## src/rtl/tmr_pkg.sv

```systemverilog
package tmr_pkg;

  typedef enum logic [1:0] {
    CM_STOP = 2'd0,
    CM_UP   = 2'd1,
    CM_CONT = 2'd2,
    CM_UPDN = 2'd3
  } cmode_e;

  typedef enum logic [2:0] {
    OM_DIRECT  = 3'd0,
    OM_SET     = 3'd1,
    OM_TGL_RST = 3'd2,
    OM_SET_RST = 3'd3,
    OM_TGL     = 3'd4,
    OM_RST     = 3'd5,
    OM_TGL_SET = 3'd6,
    OM_RST_SET = 3'd7
  } omode_e;

  typedef enum logic [1:0] {
    ACT_NONE = 2'd0,
    ACT_SET  = 2'd1,
    ACT_CLR  = 2'd2,
    ACT_INV  = 2'd3
  } act_e;

  function automatic act_e match_act(omode_e m);
    case (m)
      OM_SET, OM_SET_RST:             return ACT_SET;
      OM_RST, OM_RST_SET:             return ACT_CLR;
      OM_TGL, OM_TGL_RST, OM_TGL_SET: return ACT_INV;
      default:                        return ACT_NONE;
    endcase
  endfunction

  function automatic act_e period_act(omode_e m);
    case (m)
      OM_TGL_RST, OM_SET_RST: return ACT_CLR;
      OM_TGL_SET, OM_RST_SET: return ACT_SET;
      default:                return ACT_NONE;
    endcase
  endfunction

  function automatic logic apply_act(act_e a, logic cur);
    case (a)
      ACT_SET: return 1'b1;
      ACT_CLR: return 1'b0;
      ACT_INV: return ~cur;
      default: return cur;
    endcase
  endfunction

endpackage

```

## src/rtl/tmr_regs.sv

```systemverilog
module tmr_regs
  import tmr_pkg::*;
#(
  parameter int CNT_W  = 16,
  parameter int NUM_CH = 2,
  parameter int ADDR_W = 3
) (
  input  logic                            clk,
  input  logic                            rst_n,
  input  logic                            wr_en,
  input  logic [ADDR_W-1:0]               wr_addr,
  input  logic [CNT_W-1:0]                wr_data,
  output cmode_e                          cmode,
  output logic [CNT_W-1:0]                period,
  output logic                            restart,
  output logic [NUM_CH-1:0][2:0]          ch_mode,
  output logic [NUM_CH-1:0][CNT_W-1:0]    ch_cmp,
  output logic [NUM_CH-1:0]               ch_load,
  output logic                            load_val
);

  localparam logic [ADDR_W-1:0] A_CTL = ADDR_W'(0);
  localparam logic [ADDR_W-1:0] A_PER = ADDR_W'(1);

  assign restart  = wr_en && (wr_addr == A_CTL);
  assign load_val = wr_data[3];

  always_ff @(posedge clk or negedge rst_n) begin
    if (!rst_n) begin
      cmode  <= CM_STOP;
      period <= '0;
    end else if (wr_en) begin
      if (wr_addr == A_CTL) cmode  <= cmode_e'(wr_data[1:0]);
      if (wr_addr == A_PER) period <= wr_data;
    end
  end

  for (genvar k = 0; k < NUM_CH; k++) begin : g_ch
    localparam logic [ADDR_W-1:0] A_CCTL = ADDR_W'(2 + 2 * k);
    localparam logic [ADDR_W-1:0] A_CCMP = ADDR_W'(3 + 2 * k);

    logic ctl_hit;
    assign ctl_hit    = wr_en && (wr_addr == A_CCTL);
    assign ch_load[k] = ctl_hit && (wr_data[2:0] == 3'd0);

    always_ff @(posedge clk or negedge rst_n) begin
      if (!rst_n) begin
        ch_mode[k] <= 3'd0;
        ch_cmp[k]  <= '0;
      end else begin
        if (ctl_hit) ch_mode[k] <= wr_data[2:0];
        if (wr_en && (wr_addr == A_CCMP)) ch_cmp[k] <= wr_data;
      end
    end
  end

endmodule

```

## src/rtl/tmr_counter.sv

```systemverilog
module tmr_counter
  import tmr_pkg::*;
#(
  parameter int CNT_W = 16
) (
  input  logic             clk,
  input  logic             rst_n,
  input  logic             tick,
  input  cmode_e           cmode,
  input  logic [CNT_W-1:0] period,
  input  logic             restart,
  output logic [CNT_W-1:0] cnt,
  output logic             step,
  output logic             per_evt
);

  localparam logic [CNT_W-1:0] ZERO = '0;
  localparam logic [CNT_W-1:0] ONE  = CNT_W'(1);

  logic dir_dn;

  assign step = tick && (cmode != CM_STOP);

  always_comb begin
    case (cmode)
      CM_UP, CM_UPDN: per_evt = step && (cnt == period);
      CM_CONT:        per_evt = step && (cnt == ZERO);
      default:        per_evt = 1'b0;
    endcase
  end

  always_ff @(posedge clk or negedge rst_n) begin
    if (!rst_n) begin
      cnt    <= ZERO;
      dir_dn <= 1'b0;
    end else if (restart) begin
      cnt    <= ZERO;
      dir_dn <= 1'b0;
    end else if (step) begin
      case (cmode)
        CM_UP:   cnt <= (cnt >= period) ? ZERO : cnt + ONE;
        CM_CONT: cnt <= cnt + ONE;
        CM_UPDN: begin
          if (period == ZERO) begin
            cnt <= ZERO;
          end else if (!dir_dn) begin
            if (cnt >= period) begin
              dir_dn <= 1'b1;
              cnt    <= cnt - ONE;
            end else begin
              cnt <= cnt + ONE;
            end
          end else if (cnt == ZERO) begin
            dir_dn <= 1'b0;
            cnt    <= ONE;
          end else begin
            cnt <= cnt - ONE;
          end
        end
        default: cnt <= cnt;
      endcase
    end
  end

  p_up_wrap_r3: assert property (@(posedge clk) disable iff (!rst_n)
    (cmode == CM_UP && step && cnt == period) |=> (cnt == ZERO));

  p_cont_step_r4: assert property (@(posedge clk) disable iff (!rst_n)
    (cmode == CM_CONT && step && !restart) |=> (cnt == CNT_W'($past(cnt) + ONE)));

  p_updn_turn_r5: assert property (@(posedge clk) disable iff (!rst_n)
    (cmode == CM_UPDN && step && !restart && period != ZERO && cnt == period && !dir_dn)
    |=> (cnt == CNT_W'($past(cnt) - ONE)));

  p_idle_hold_r6: assert property (@(posedge clk) disable iff (!rst_n)
    (!step && !restart) |=> $stable(cnt));

endmodule

```

## src/rtl/tmr_outunit.sv

```systemverilog
module tmr_outunit
  import tmr_pkg::*;
#(
  parameter int CNT_W = 16
) (
  input  logic             clk,
  input  logic             rst_n,
  input  logic             step,
  input  logic             per_evt,
  input  logic [CNT_W-1:0] cnt,
  input  logic [CNT_W-1:0] cmp,
  input  logic [2:0]       mode,
  input  logic             load,
  input  logic             load_val,
  output logic             pin
);

  omode_e om;
  logic   hit;
  logic   after_match;
  logic   nxt;

  assign om  = omode_e'(mode);
  assign hit = step && (cnt == cmp);

  always_comb begin
    after_match = hit ? apply_act(match_act(om), pin) : pin;
    nxt         = per_evt ? apply_act(period_act(om), after_match) : after_match;
    if (om == OM_DIRECT) nxt = pin;
  end

  always_ff @(posedge clk or negedge rst_n) begin
    if (!rst_n)    pin <= 1'b0;
    else if (load) pin <= load_val;
    else           pin <= nxt;
  end

  p_direct_hold_r7: assert property (@(posedge clk) disable iff (!rst_n)
    (om == OM_DIRECT && !load) |=> $stable(pin));

  p_idle_hold_r6: assert property (@(posedge clk) disable iff (!rst_n)
    (!step && !load) |=> $stable(pin));

  p_toggle_r8: assert property (@(posedge clk) disable iff (!rst_n)
    (om == OM_TGL && hit && !load) |=> (pin != $past(pin)));

  p_period_wins_r12: assert property (@(posedge clk) disable iff (!rst_n)
    ((om == OM_SET_RST || om == OM_TGL_RST) && per_evt && !load) |=> !pin);

endmodule

```

## src/rtl/cmp_timer.sv

```systemverilog
module cmp_timer
  import tmr_pkg::*;
#(
  parameter int CNT_W  = 16,
  parameter int NUM_CH = 2,
  localparam int ADDR_W = $clog2(2 + 2 * NUM_CH)
) (
  input  logic              clk,
  input  logic              rst_n,
  input  logic              tick,
  input  logic              wr_en,
  input  logic [ADDR_W-1:0] wr_addr,
  input  logic [CNT_W-1:0]  wr_data,
  output logic [NUM_CH-1:0] out_pin
);

  cmode_e                       cmode;
  logic [CNT_W-1:0]             period;
  logic                         restart;
  logic [NUM_CH-1:0][2:0]       ch_mode;
  logic [NUM_CH-1:0][CNT_W-1:0] ch_cmp;
  logic [NUM_CH-1:0]            ch_load;
  logic                         load_val;
  logic [CNT_W-1:0]             cnt;
  logic                         step;
  logic                         per_evt;

  tmr_regs #(.CNT_W(CNT_W), .NUM_CH(NUM_CH), .ADDR_W(ADDR_W)) u_regs (
    .clk      (clk),
    .rst_n    (rst_n),
    .wr_en    (wr_en),
    .wr_addr  (wr_addr),
    .wr_data  (wr_data),
    .cmode    (cmode),
    .period   (period),
    .restart  (restart),
    .ch_mode  (ch_mode),
    .ch_cmp   (ch_cmp),
    .ch_load  (ch_load),
    .load_val (load_val)
  );

  tmr_counter #(.CNT_W(CNT_W)) u_cnt (
    .clk     (clk),
    .rst_n   (rst_n),
    .tick    (tick),
    .cmode   (cmode),
    .period  (period),
    .restart (restart),
    .cnt     (cnt),
    .step    (step),
    .per_evt (per_evt)
  );

  for (genvar k = 0; k < NUM_CH; k++) begin : g_out
    tmr_outunit #(.CNT_W(CNT_W)) u_ou (
      .clk      (clk),
      .rst_n    (rst_n),
      .step     (step),
      .per_evt  (per_evt),
      .cnt      (cnt),
      .cmp      (ch_cmp[k]),
      .mode     (ch_mode[k]),
      .load     (ch_load[k]),
      .load_val (load_val),
      .pin      (out_pin[k])
    );
  end

endmodule

```

## config.mk

```make
export PLATFORM = sky130hd
export DESIGN_NAME = cmp_timer
export DESIGN_NICKNAME = d
export VERILOG_FILES = /design/src/rtl/tmr_pkg.sv /design/src/rtl/tmr_regs.sv /design/src/rtl/tmr_counter.sv /design/src/rtl/tmr_outunit.sv /design/src/rtl/cmp_timer.sv
export SDC_FILE = /design/constraint.sdc
export NUM_CORES = 1
export LEC_CHECK = 0
export BUFFER_PORTS_ARGS = -buffer_cell sky130_fd_sc_hd__buf_4
export CORE_MARGIN = 3
export CORE_UTILIZATION = 50
export DETAILED_ROUTE_END_ITERATION = 16
export PLACE_DENSITY = 0.67
export SETUP_SLACK_MARGIN = 0.3
export SYNTH_ARGS = -nofsm -noshare
export SYNTH_HDL_FRONTEND = slang
export SYNTH_SLANG_ARGS = --single-unit
```

## constraint.sdc

```tcl
create_clock -name clk -period 3.1 [get_ports clk]
set_input_delay 0.465 -clock clk [delete_from_list [all_inputs] [get_ports clk]]
set_output_delay 0.465 -clock clk [all_outputs]
set_load 0.02 [all_outputs]
```

### Word level (Yosys, flattened, before mapping)

Cells that the tools add are included.

* $add $sub $neg: 2
* reductions and logical operators: 37
* $lt $le $gt $ge: 1
* multiplexer cells: 32
* bitwise logic cells: 4
* equality and inequality tests: 40

Operator list (number)
* 16-bit two-way mux: 7
* 16-bit == test: 3
* 16-bit one-hot mux with 3 select lines: 1
* 16-bit logical NOT: 2
* 3-bit == test (second input constant): 10
* 2-bit == test (second input constant): 10
* 3-bit by 2-bit == test with 1-bit output (second input constant): 6
* 2-bit OR reduction: 9
* 16-bit by 1-bit adder with 16-bit output (second input constant): 1
* 16-bit >= comparator: 1
* 16-bit by 1-bit subtractor with 16-bit output (second input constant): 1
* 1-bit two-way mux: 15
* 1-bit logical AND: 12
* 3-bit logical NOT: 4
* 1-bit one-hot mux with 3 select lines: 4
* 2-bit one-hot mux with 3 select lines: 2
* 2-bit by 1-bit == test with 1-bit output (second input constant): 5
* 3-bit by 1-bit == test with 1-bit output (second input constant): 3
* 2-bit one-hot mux with 2 select lines: 2
* 2-bit AND reduction: 3
* 2-bit nonzero test: 3
* 3-bit OR reduction: 2
* 2-bit by 1-bit != test with 1-bit output (second input constant): 2
* 1-bit inverter: 4
* 4 further kinds: 4

* bits in registers: 75
* output and inout bits: 2

### Depth between registers and ports, before layout

* depth in word-level cells: 11
* depth in mapped cells: 11
* gate-level depth less buffers: 9

### By module

From an unflattened synthesis, not the netlist that was laid out.

* cells, all modules: 502
* area total of the unflattened synthesis: 5171.2 um^2

By module, submodules not included
* tmr_counter: seq. area each 425.4 um^2, area each 2398.6 um^2, instances 1, cells an instance 301
* tmr_regs: seq. area each 1401.3 um^2, area each 2169.6 um^2, instances 1, cells an instance 125
* tmr_outunit: seq. area each 25.0 um^2, area each 301.5 um^2, instances 2, cells an instance 38

### Worst setup path after synthesis

Ideal clock, no wire load.

* path type: flip-flop to flip-flop
* start point: register u_cnt.cnt[0]
* end point: register u_cnt.cnt[8]
* period minus slack after synthesis: 2.736 ns
* setup time: 0.082 ns
* setup slack: 0.364 ns
* stages on the path, launching flop included: 12
* arrival: 2.654 ns
* cells stage by stage: dfrtp_1 -> clkbuf_1 -> inv_1 -> ha_1 -> nand2b_1 -> a221o_1 -> a2bb2oi_2 -> nand3_2 -> buf_6 -> mux2i_1 -> mux2_1 -> a31oi_1

* cells in the longest elaborated chain, start to end: 7

RTL lines
* start: declaration: RTL line tmr_counter.sv:12 `output logic [CNT_W-1:0] cnt,`
* start signal: assignment: RTL line tmr_counter.sv:41 `CM_UP: cnt <= (cnt >= period) ? ZERO : cnt + ONE;`
* start signal: assignment: RTL line tmr_counter.sv:42 `CM_CONT: cnt <= cnt + ONE;`
* start signal: assignment: RTL line tmr_counter.sv:49 `cnt <= cnt - ONE;`
* 16-bit by 1-bit adder with 16-bit output, or another cell as far along: RTL line tmr_counter.sv:41, tmr_counter.sv:42, tmr_counter.sv:51
* 16-bit two-way mux, on equally long branches: RTL line tmr_counter.sv:47, tmr_counter.sv:53
* 16-bit two-way mux: RTL line tmr_counter.sv:46 `end else if (!dir_dn) begin`
* 16-bit two-way mux: RTL line tmr_counter.sv:44 `if (period == ZERO) begin`
* 16-bit one-hot mux with 3 select lines *: RTL line tmr_counter.sv:40 `case (cmode)`
* 16-bit two-way mux *: RTL line tmr_counter.sv:39 `end else if (step) begin`
* 16-bit two-way mux *: RTL line tmr_counter.sv:36 `end else if (restart) begin`

Every way passes the cells marked *; elsewhere a longest branch is shown, timed or not. The select of a mux whose other input is x is not followed.
A chain may end at the register's enable or synchronous reset.

### Final worst setup path

* start point: register u_regs.period[2]
* end point: register u_cnt.cnt[9]

* cells in the longest elaborated chain, start to end: 7

RTL lines
* start: declaration: RTL line tmr_regs.sv:14 `output logic [CNT_W-1:0] period,`
* start signal: assignment: RTL line tmr_regs.sv:34 `if (wr_addr == A_PER) period <= wr_data;`
* 16-bit >= comparator: RTL line tmr_counter.sv:41, tmr_counter.sv:47
* 16-bit two-way mux: RTL line tmr_counter.sv:47 `if (cnt >= period) begin`
* 16-bit two-way mux: RTL line tmr_counter.sv:46
* 16-bit two-way mux: RTL line tmr_counter.sv:44
* 16-bit one-hot mux with 3 select lines *: RTL line tmr_counter.sv:40
* 16-bit two-way mux *: RTL line tmr_counter.sv:39
* 16-bit two-way mux *: RTL line tmr_counter.sv:36

Marks and branches as above.

==> load_flow_metrics.sql <==
INSERT INTO impl_metrics (metric_group, metric, value, unit) VALUES
('power_and_ir_drop', 'total_switching_power', '1.817', 'mW'),
('placed_design', 'numPlacedInstances', '683', ''),
('die', 'die_height', '106.5', 'um'),
('die', 'initial_core_utilization', '51.65', '%'),
('synthesis', 'yosysTopAreaCellShare', '37.17', '%'),
('timing', 'hold_viol_final', '0', ''),
('synthesis', 'yosys.area.top_type', 'dfrtp_1', ''),
('die', 'die-area', '11340', 'um^2'),
('clock_network', 'path_clk_slew', '0.09', 'ns'),
('layout', 'finish.net_count', '612', ''),
('timing', 'worst_slew_margin_rel', '36.48', '%'),
('timing', 'worstMarginPinSlew', '0.9528', 'ns'),
('clock_network', 'clk_root_buffer_cell', 'clkbuf_8', ''),
('synthesis', 'synth_most_common_cell', 'dfrtp_1', ''),
('placed_design', 'placedInstanceArea', '5370', 'um^2'),
('critical_path', 'arrival', '2.97', 'ns'),
('clock_network', 'cts_num_sinks', '75', ''),
('synthesis', 'postSynth.topFlopCell', 'dfrtp_1', ''),
('grt', 'globalRoute.totalOverflow', '0', ''),
('critical_path', 'worst_r2r_setup_slack', '0.40', 'ns'),
('hold_path', 'hold_path.class', 'in -> async', ''),
('route', 'drtPass1Iterations', '5', ''),
('route', 'detail-route-antenna-nets', '0', ''),
('critical_path', 'critPathMaxStageDelay', '0.48', 'ns'),
('grt', 'grt_pass1_vias', '3999', ''),
('power_and_ir_drop', 'sequentialPowerShare', '32.1', '%'),
('route', 'route.detailed.wl_per_inst', '18.08', 'um'),
('layout', 'post_route_cells_drive_above_1_share', '21.19', '%'),
('power_and_ir_drop', 'share_comb_of_total_power', '49.8', '%'),
('grt', 'grt_max_degree', '76', ''),
('critical_path', 'worst-setup-path-type', 'reg -> reg', ''),
('die', 'num_rows', '36', ''),
('grt', 'grt_first_pass_wirelength', '20.29', 'mm'),
('synthesis', 'synth.top_cells.by_area', 'dfrtp_1 (37%), mux2_2 (8.3%), xor2_1 (6.2%), ha_1 (5.7%), nand2_1 (4.0%)', ''),
('synthesis', 'synth.cells.most_frequent', 'dfrtp_1 (75), nand2_1 (54), o21ai_0 (39)', ''),
('synthesis', 'synthesis.area_per_instance', '9.298', 'um^2'),
('clock_network', 'post_cts_hold_buffer_count', '0', ''),
('critical_path', 'worstRegToRegCells', '9', ''),
('power_and_ir_drop', 'power.static_leakage', '2.437', 'nW'),
('timing', 'layout_worst_path_cycle_share', '87.23', '%'),
('synthesis', 'number_of_enable_flip_flop_cells_after_synthesis', '0', ''),
('timing', 'rsz0062_at_grt', 'yes', ''),
('grt', 'grt_util_all_layers', '22.79', '%'),
('placed_design', 'place_ws', '0.2378', 'ns'),
('synthesis', 'synth-seq-area-share', '37.17', '%'),
('timing', 'final.min_clock_period', '2.704', 'ns'),
('clock_network', 'clkLatencyLatePin', '0.35', 'ns'),
('layout', 'syn2layout_area_growth', '12.14', '%'),
('timing', 'setup_total_negative_slack', '0', 'ns'),
('clock_network', 'ctsHtreeMaxLevel', '3', ''),
('timing', 'final_max_slew_viol_count', '0', ''),
('run_status', 'status', 'complete, no violations', ''),
('synthesis', 'synthesized_net_count', '589', ''),
('placed_design', 'place_congestion', '0.8908', ''),
('critical_path', 'r2r-end', 'u_cnt.cnt[9]', ''),
('power_and_ir_drop', 'clock_group_share_of_total_power', '18.1', '%'),
('power_and_ir_drop', 'power.density_cell_area', '758.6', 'nW/um^2'),
('critical_path', 'critPathCaptureType', 'flop', ''),
('critical_path', 'crit_path_buffers_inverters', '1', ''),
('timing', 'post-route-worst-setup-slack', '0.3959', 'ns'),
('die', 'fp.dieW', '106.5', 'um'),
('timing', 'clock.fmax', '369.8', 'MHz'),
('critical_path', 'worst_r2r_startpoint', 'u_regs.period[2]', ''),
('critical_path', 'crit_path_max_delay_family', 'simple AND/OR/NAND/NOR gates', ''),
('layout', 'layout.core_utilization', '57.92', '%'),
('die', 'core_area', '9774', 'um^2'),
('critical_path', 'slowest_stage', 'or4b_1', ''),
('power_and_ir_drop', 'p_int', '2.478', 'mW'),
('grt', 'antenna_found_initial', '0', ''),
('critical_path', 'cp_max_fo', '6', ''),
('layout', 'post_route_standard_cell_area_excluding_fillers', '5662', 'um^2');
## power by group through the flow
stage               clock (mW)  combinational [mW]  sequential, mW
detailed placement           0                1.96            1.40
CTS                      0.788                1.99            1.38
global placement             0                1.90            1.39
finish                   0.778                2.14            1.38
floorplan                    0                1.44            1.36
global route             0.826                2.33            1.41
## cell usage in the layout, fill, tap and decap left out, types with 4 or more instances in the layout
cell      instances
dfrtp_1          75
nand2_1          54
buf_4            49
o21ai_0          39
mux2_2           37
xor2_1           36
inv_1            28
nor2_1           28
a21oi_1          23
ha_1             23
nor3_1           13
nand3_1          12
mux2i_1          11
and3_1            9
nor4_1            9
a31oi_1           9
clkbuf_8          9
xnor2_1           8
nand4_1           7
and2_1            4
or4_1             4
## final cells by class
| cell class | instances | area (um^2) |
|---|---|---|
| antenna | 1 | 2.502 |
| clock buffer | 10 | 127.6 |
| clock inverter | 6 | 71.32 |
| fill | 872 | 4113 |
| inverter | 28 | 105.1 |
| multi-input combinational | 403 | 2944 |
| sequential | 75 | 1877 |
| tap | 133 | 166.4 |
| timing repair buffer | 49 | 367.9 |
## flip-flops by register name, indices dropped and copies added, names as in the netlist
signal / flops
u_regs.cmode: 2
u_regs.ch_cmp: 32
u_regs.ch_mode: 6
u_cnt.cnt: 16
u_regs.period: 16
g_out.u_ou.pin: 2
u_cnt.dir_dn: 1
## metal layers
metal	part of all wire, %	up-vias	track usage, %
met3	5.8	33	3.279
met1	45	2003	32.62
li1	-	1983	-
met2	47	155	36.06
met5	0	-	0
met4	2.6	0	6.667
## cell families after synthesis
kind of cell,Yosys count,synth area share [%]
AOI/OAI and AO/OA,113,14.62
xor gates and xnor gates,44,7.633
adders and majority gates,23,5.700
muxes,52,11.30
and+or+nand+nor,170,17.87
buffers and inverters,66,5.700
DFF,75,37.17
## worst max-delay path by stage
stage,from,endpoint,slack [ns],depth (start not counted)
floorplan,u_cnt.cnt[0],u_cnt.cnt[8],0.36,11
detailed placement,u_regs.period[15],u_cnt.cnt[3],0.24,9
global placement,u_regs.period[15],u_cnt.cnt[3],0.24,9
global route,u_regs.period[14],u_cnt.cnt[2],0.26,9
finish,u_regs.period[2],u_cnt.cnt[9],0.40,9
CTS,u_regs.period[2],u_cnt.cnt[8],0.33,9
## what timing repair did
item,4_1_cts,5_1_grt
buffers inserted,0,4
endpoints found under the setup margin,4,7
resized for setup,2,5
gates cloned,0,1
pin swaps,0,3
endpoints found under the hold margin,0,0
## stage by stage
stage          hold WS [ns]  total power, mW
3_5_place_dp         0.5143            3.358
5_1_grt              0.3204            4.562
2_1_floorplan        0.1694            2.799
4_1_cts              0.2906            4.156
6_report             0.2447            4.295
3_3_place_gp         0.5081            3.294
(Power assumes the default switching activity.)
